## src/rtl/edid_mode_pkg.sv

```systemverilog
package edid_mode_pkg;
  // Bit 1 of the encoding is the reported mode (0 = DDC1, 1 = DDC2).
  typedef enum logic [1:0] {
    MS_IDLE   = 2'd0,
    MS_STREAM = 2'd1,
    MS_XWAIT  = 2'd2,
    MS_DDC2   = 2'd3
  } mode_state_e;
endpackage

```

## src/rtl/ddc_edge_sync.sv

```systemverilog
module ddc_edge_sync #(
  parameter int STAGES    = 2,
  parameter bit FALL_EDGE = 1'b0
) (
  input  logic clk,
  input  logic rst,
  input  logic din,
  output logic edge_pulse
);
  logic [STAGES-1:0] sh;
  logic              prev;
  logic              lvl;

  always_ff @(posedge clk) begin
    if (rst) begin
      sh   <= '0;
      prev <= 1'b0;
    end else begin
      for (int i = STAGES - 1; i > 0; i--) sh[i] <= sh[i-1];
      sh[0] <= din;
      prev  <= sh[STAGES-1];
    end
  end

  assign lvl = sh[STAGES-1];

  generate
    if (FALL_EDGE) begin : g_fall
      assign edge_pulse = prev & ~lvl;
    end else begin : g_rise
      assign edge_pulse = lvl & ~prev;
    end
  endgenerate

  AST_EDGE_ISOLATED: assert property (@(posedge clk) disable iff (rst)
    edge_pulse |=> !edge_pulse);
endmodule

```

## src/rtl/ddc1_streamer.sv

```systemverilog
module ddc1_streamer #(
  parameter int ADDR_W = 7,
  parameter int DATA_W = 8
) (
  input  logic              clk,
  input  logic              rst,
  input  logic              restart,
  input  logic              run,
  input  logic              bit_tick,
  input  logic [DATA_W-1:0] rd_data,
  output logic [ADDR_W-1:0] rd_addr,
  output logic              sda_oe
);
  localparam int BIT_W = $clog2(DATA_W + 1);
  localparam int IDX_W = $clog2(DATA_W);
  localparam logic [BIT_W-1:0] LAST_SLOT = BIT_W'(DATA_W);

  logic [BIT_W-1:0] slot_q;
  logic [IDX_W-1:0] idx;

  assign idx = IDX_W'(DATA_W - 1) - slot_q[IDX_W-1:0];

  always_ff @(posedge clk) begin
    if (rst || restart) begin
      rd_addr <= '0;
      slot_q  <= '0;
      sda_oe  <= 1'b0;
    end else if (!run) begin
      sda_oe <= 1'b0;
    end else if (bit_tick) begin
      if (slot_q == LAST_SLOT) begin
        sda_oe  <= 1'b0;
        slot_q  <= '0;
        rd_addr <= rd_addr + 1'b1;
      end else begin
        sda_oe <= ~rd_data[idx];
        slot_q <= slot_q + 1'b1;
      end
    end
  end

  AST_SLOT_RANGE: assert property (@(posedge clk) disable iff (rst)
    slot_q <= LAST_SLOT);
  AST_HOLD_WHEN_STOPPED: assert property (@(posedge clk) disable iff (rst)
    (!run && !restart) |=> (rd_addr == $past(rd_addr) && !sda_oe));
endmodule

```

## src/rtl/xfer_watchdog.sv

```systemverilog
module xfer_watchdog #(
  parameter int LIMIT = 128
) (
  input  logic clk,
  input  logic rst,
  input  logic clear,
  input  logic tick,
  output logic at_last
);
  localparam int CNT_W = $clog2(LIMIT);
  localparam logic [CNT_W-1:0] LAST = CNT_W'(LIMIT - 1);

  logic [CNT_W-1:0] cnt_q;

  always_ff @(posedge clk) begin
    if (rst || clear) begin
      cnt_q <= '0;
    end else if (tick) begin
      cnt_q <= (cnt_q == LAST) ? '0 : cnt_q + 1'b1;
    end
  end

  assign at_last = (cnt_q == LAST);

  AST_CNT_LIMIT: assert property (@(posedge clk) disable iff (rst)
    cnt_q <= LAST);
  AST_CLEAR_ZERO: assert property (@(posedge clk) disable iff (rst)
    clear |=> !at_last);
endmodule

```

## src/rtl/edid_mode_ctrl.sv

```systemverilog
module edid_mode_ctrl
  import edid_mode_pkg::*;
#(
  parameter int ADDR_W      = 7,
  parameter int DATA_W      = 8,
  parameter int WDOG_LIMIT  = 128,
  parameter int SYNC_STAGES = 2
) (
  input  logic              clk,
  input  logic              rst,
  input  logic              scl_in,
  input  logic              vclk_in,
  input  logic              addr_ok,
  input  logic [DATA_W-1:0] rd_data,
  output logic [ADDR_W-1:0] rd_addr,
  output logic              sda_oe,
  output logic              mode_ddc2
);
  mode_state_e st_q, st_d;
  logic scl_fall, vclk_rise;
  logic restart, run, wd_clear, wd_tick, wd_last;

  ddc_edge_sync #(.STAGES(SYNC_STAGES), .FALL_EDGE(1'b1)) u_scl_sync (
    .clk(clk), .rst(rst), .din(scl_in), .edge_pulse(scl_fall)
  );

  ddc_edge_sync #(.STAGES(SYNC_STAGES), .FALL_EDGE(1'b0)) u_vclk_sync (
    .clk(clk), .rst(rst), .din(vclk_in), .edge_pulse(vclk_rise)
  );

  always_comb begin
    st_d     = st_q;
    restart  = 1'b0;
    wd_clear = 1'b0;
    wd_tick  = 1'b0;
    unique case (st_q)
      MS_IDLE: begin
        if (vclk_rise) begin
          st_d    = MS_STREAM;
          restart = 1'b1;
        end
      end
      MS_STREAM: begin
        if (scl_fall) begin
          st_d     = MS_XWAIT;
          wd_clear = 1'b1;
        end
      end
      MS_XWAIT: begin
        if (addr_ok) begin
          st_d = MS_DDC2;
        end else if (scl_fall) begin
          wd_clear = 1'b1;
        end else if (vclk_rise) begin
          wd_tick = 1'b1;
          if (wd_last) begin
            st_d    = MS_STREAM;
            restart = 1'b1;
          end
        end
      end
      default: st_d = MS_DDC2;
    endcase
  end

  always_ff @(posedge clk) begin
    if (rst) st_q <= MS_IDLE;
    else     st_q <= st_d;
  end

  assign run       = (st_q == MS_STREAM) && !scl_fall;
  assign mode_ddc2 = st_q[1];

  xfer_watchdog #(.LIMIT(WDOG_LIMIT)) u_wdog (
    .clk(clk), .rst(rst), .clear(wd_clear), .tick(wd_tick), .at_last(wd_last)
  );

  ddc1_streamer #(.ADDR_W(ADDR_W), .DATA_W(DATA_W)) u_stream (
    .clk(clk), .rst(rst), .restart(restart), .run(run), .bit_tick(vclk_rise),
    .rd_data(rd_data), .rd_addr(rd_addr), .sda_oe(sda_oe)
  );

  AST_IDLE_QUIET: assert property (@(posedge clk) disable iff (rst)
    (st_q == MS_IDLE) |-> !sda_oe);
  AST_FALL_EXITS: assert property (@(posedge clk) disable iff (rst)
    (st_q == MS_STREAM && scl_fall) |=> (mode_ddc2 && !sda_oe));
  AST_FALLBACK_START: assert property (@(posedge clk) disable iff (rst)
    (st_q == MS_XWAIT && st_d == MS_STREAM) |=> (rd_addr == '0 && !sda_oe));
  AST_DDC2_NO_DRIVE: assert property (@(posedge clk) disable iff (rst)
    mode_ddc2 |-> !sda_oe);
  AST_DDC2_STICKY: assert property (@(posedge clk) disable iff (rst)
    (st_q == MS_DDC2) |=> (st_q == MS_DDC2));
  AST_STRB_IGNORED: assert property (@(posedge clk) disable iff (rst)
    (!mode_ddc2 && addr_ok && !scl_fall) |=> !mode_ddc2);
endmodule

```

## config.mk

```make
export PLATFORM = sky130hd
export DESIGN_NAME = edid_mode_ctrl
export DESIGN_NICKNAME = d
export VERILOG_FILES = /design/src/rtl/edid_mode_pkg.sv /design/src/rtl/ddc_edge_sync.sv /design/src/rtl/ddc1_streamer.sv /design/src/rtl/xfer_watchdog.sv /design/src/rtl/edid_mode_ctrl.sv
export SDC_FILE = /design/constraint.sdc
export NUM_CORES = 1
export LEC_CHECK = 0
export ABC_AREA = 1
export BUFFER_PORTS_ARGS = -buffer_cell sky130_fd_sc_hd__clkbuf_2
export CORE_MARGIN = 2
export CORE_UTILIZATION = 55
export CTS_CLUSTER_SIZE = 12
export DETAILED_ROUTE_END_ITERATION = 6
export HOLD_SLACK_MARGIN = 0.05
export PLACE_DENSITY = 0.8
export SLEW_MARGIN = 5
export SYNTH_ARGS = -nofsm -noshare
export SYNTH_HDL_FRONTEND = slang
export SYNTH_SLANG_ARGS = --single-unit
```

## constraint.sdc

```tcl
create_clock -name clk -period 4.1 [get_ports clk]
set_input_delay 1.23 -clock clk [delete_from_list [all_inputs] [get_ports clk]]
set_output_delay 1.23 -clock clk [all_outputs]
set_load 0.05 [all_outputs]
```

==> run summary <==
The number of H-tree branching levels came out at 1. Each instance of the synthesized netlist takes up on average 7.15 um2. The flip-flop and latch count after synthesis came out at 27. The worst hold path terminates at u_vclk_sync.sh[1]. The post-synthesis instance total came out at 217. The portion of the clock cycle consumed by the worst path in the final layout is 57.8%. The data arrival time of the critical path came out at 1.14 ns.

The port buffer count is 21. The latest clock arrival within the worst-skew pair came out at 0.33 ns. The number of antenna diodes in the final layout is 0. The kind of end point of the critical path is a primary output.

The total of warnings raised by yosys came out at 0. The area growth from synthesis to final layout came out at 11.0%. The clock group share of total power came out at 20.9%. The total count of max-transition violations in the final report is 0.

Global routing used 17.9% of the available tracks. Counting cells, the worst reg-to-reg path comes to 8. The routability congestion estimate came out at 0.798.

The ratio of routed vias to standard cells is 4.92. The hold-fix buffer count after cts is 0. The average wire per standard cell came out at 9.82 um.

The total cell area at the placement stage came out at 0.00170 mm2. The number of hold violations in the final report is 0. The mapped cell area came out at 0.00155 mm2.

The library cell used most frequently in the layout, excluding fill and tap cells, is nand2_1. Entering global routing, the biggest net connects 15 pins. The cell class contributing the biggest share of worst-path delay is flip-flops. The tree is rooted in a clkbuf_4.

The CTS buffer count came out at 3. Final hold analysis gives a worst-case slack of 0.413 ns. The hold path depth is 2. In this run, distinct cell masters in the synthesized netlist total 25. Data on the critical path is required at its endpoint by 2.87 ns. The final instance area came out at 0.00172 mm2.

The met3 layer usage reported by global route is 2.27%. Across the routed clock network, the largest skew measured is 0.00161 ns. The path class of the tightest hold or removal check is flip-flop to flip-flop.

Setup violations remaining at the end of the flow were counted as 0. For this configuration, the core starts out at a cell density of 57.2%. Timing would allow up to 0.422 GHz.

The flop-to-flop setup slack is 2.57 ns. The initial antenna violation count is 0. The analysis attributes to net switching a power of 0.187 mW.

The areal power density over the cells is 319 mW/mm2. The share of synthesized area occupied by flip-flops and latches came out at 34.8%. The startpoint-to-endpoint class of the critical path is flip-flop to primary output.

At the pin with the least slew margin, the transition time is 0.279 ns. The flow ran to the end, and the final reports show no timing, DRC or antenna violations. In the layout the commonest cells are nand2_1 (61), dfxtp_1 (27), inv_1 (25). The area taken by multi-input logic gates came out at 885 um2. The first-iteration detailed-routing DRC count came out at 22. The number of global-route vias before repair came out at 1,191. The first-pass iteration count of the detailed router is 4. After clock tree synthesis, the clock-pin slew on the worst setup and hold paths is 0.14 ns. The peak ir drop on the vdd network came out at 0.322 mV. The buffer levels on the longest clock path came out at 2.

The die is 57.1 um wide. The slowest stage of the critical path belongs to the cell dfxtp_1. The first global-routing pass estimated 4650 um of wire.

After clock tree synthesis, the setup repair step added 0 buffers. The endpoint identified for the worst register-to-register timing path is st_q[0]. The overall power consumption is 0.549 mW. The number of placed I/O pins came out at 22. The cell leakage power came out at 0.808 nW. In this run the vertical extent of the chip is 57.1 um. The count of clock tree sinks came out at 27. The TritonCTS clock tree is built. The launching element type of the critical path is a flip-flop. The die area came out at 0.00326 mm2. The count of nets left with antenna violations once routing finished came out at 0. Combinational cells account for 26.9% of the total power. The routed design has 2680 um of wire. For this run, the post-layout net count is 265. In this run the most critical hold path is launched from u_vclk_sync.sh[0]. The launch point of the worst reg-to-reg path is u_wdog.cnt_q[0]. The count of buffering cells on the critical path with inverters included is 1. The vias after detailed routing came out at 1,344. The number of filler instances in the final layout is 251. The number of max-cap violations is 0. After clock tree synthesis, the repair step resized 0 gates. In this run the core area contains 19 standard-cell rows. The fraction of power consumed by sequential logic is 52.1%. The post-synthesis net count came out at 239. The accumulated negative setup slack is 0 ns.

After global routing, the most crowded layer is met2. The fraction of met2 tracks used by global routing came out at 29.4%. In this run switching power makes up 34.1% of total power. Setup repair after global routing left no endpoint under its margin. The total internal power is 0.362 mW.

The DRC violation count after routing is 0. The total area of sequential cells came out at 541 um2. The maximum cell stage delay along the critical path is 0.48 ns.

After legalization and detailed placement, the total HPWL measured 2080 um. The worst slew margin relative to its limit is 81.5%. In this run the worst path has a maximum fanout of 7. The post-route minimum period is 2.37 ns. Global routing finished with a remaining overflow of 0. The critical path goes through clkbuf_2. The global-route track usage on met1 is 23.3%. The area of the core is 0.00271 mm2. The fraction of final layout cells with drive strength greater than 1 is 21.1%.
worst min-delay path, cell delays in order, from the launching register on:
cell     delay (ns)
dfxtp_1        0.32
inv_1          0.04
nor2_1         0.03
synth_stat cells:
master | number | area [um2]
nand2_1 | 61 | 229
dfxtp_1 | 27 | 541
inv_1 | 25 | 93.8
nor2_1 | 20 | 75.1
nand3_1 | 17 | 85.1
a21oi_1 | 15 | 75.1
ha_1 | 9 | 113
inv_2 | 7 | 26.3
nand2_4 | 4 | 45.0
xor2_1 | 4 | 35.0
nor2_2 | 3 | 18.8
nor2_4 | 3 | 33.8
nor3_1 | 3 | 15.0
a21oi_2 | 2 | 17.5
and3_1 | 2 | 12.5
nand2_2 | 2 | 12.5
nand3b_1 | 2 | 15.0
nand4_1 | 2 | 12.5
nor3_2 | 2 | 20.0
xnor2_1 | 2 | 17.5
a21oi_4 | 1 | 16.3
inv_4 | 1 | 6.26
nand3_2 | 1 | 10.0
nor2_8 | 1 | 20.0
or2_0 | 1 | 6.26
power by group through the flow:
stage	Combinational (mW)	Sequential (mW)	Clock [mW]
CTS	0.149	0.286	0.116
global placement	0.146	0.292	0
floorplan	0.105	0.303	0
detailed placement	0.148	0.292	0
global route	0.171	0.289	0.121
finish	0.148	0.286	0.115
cell type report:
class	count	area share, %
clock buffers	4	1.53
inverters	33	7.34
multi-input cells	157	51.4
flip-flops and latches	27	31.4
well taps	31	2.25
repair buffers	21	6.10
cell families (layout without fill, tap and decap cells):
family	after synthesis	count (layout)	synth area share, %
XOR/XNOR	6	6	3.39
adder cells (fa/ha/maj)	9	9	7.26
AO/OA/AOI/OAI	18	18	7.02
AND/OR/NAND/NOR	124	124	39.4
flip-flops	27	27	34.8
buffers and inverters	33	58	8.15
per-stage QoR:
stage	util (%)	std cells	setup slack (ns)
finish	63.5	273	1.73
global placement	62.6	269	1.95
detailed placement	62.6	269	1.93
floorplan	-	217	2.11
global route	63.5	273	1.70
CTS	63.5	273	1.74
worst max-delay path by stage:
| stage | start | endpoint | cells past startpoint |
|---|---|---|---|
| 2_1_floorplan | addr_ok | u_stream.slot_q[2] | 6 |
| 3_3_place_gp | addr_ok | u_stream.slot_q[2] | 7 |
| 3_5_place_dp | addr_ok | u_stream.slot_q[2] | 7 |
| 4_1_cts | u_stream.rd_addr[2] | rd_addr[2] | 1 |
| 5_1_grt | u_stream.rd_addr[2] | rd_addr[2] | 1 |
| 6_report | u_stream.rd_addr[2] | rd_addr[2] | 1 |
metal layers:
| layer | share of wire, % | wire [um] | up-vias |
|---|---|---|---|
| met5 | 0 | 0 | - |
| met4 | 2.3 | 61 | 0 |
| met3 | 2.8 | 75 | 4 |
| met2 | 45 | 1200 | 14 |
| met1 | 50 | 1340 | 599 |
| li1 | - | - | 727 |
sequential cells by signal, indices dropped and copies added, names as in the netlist:
signal / count
st_q: 2
u_stream.rd_addr: 7
u_stream.slot_q: 4
u_vclk_sync.sh: 2
u_scl_sync.sh: 2
u_stream.sda_oe: 1
u_wdog.cnt_q: 7
u_vclk_sync.prev: 1
u_scl_sync.prev: 1
Power figures use the tool's default switching activity.
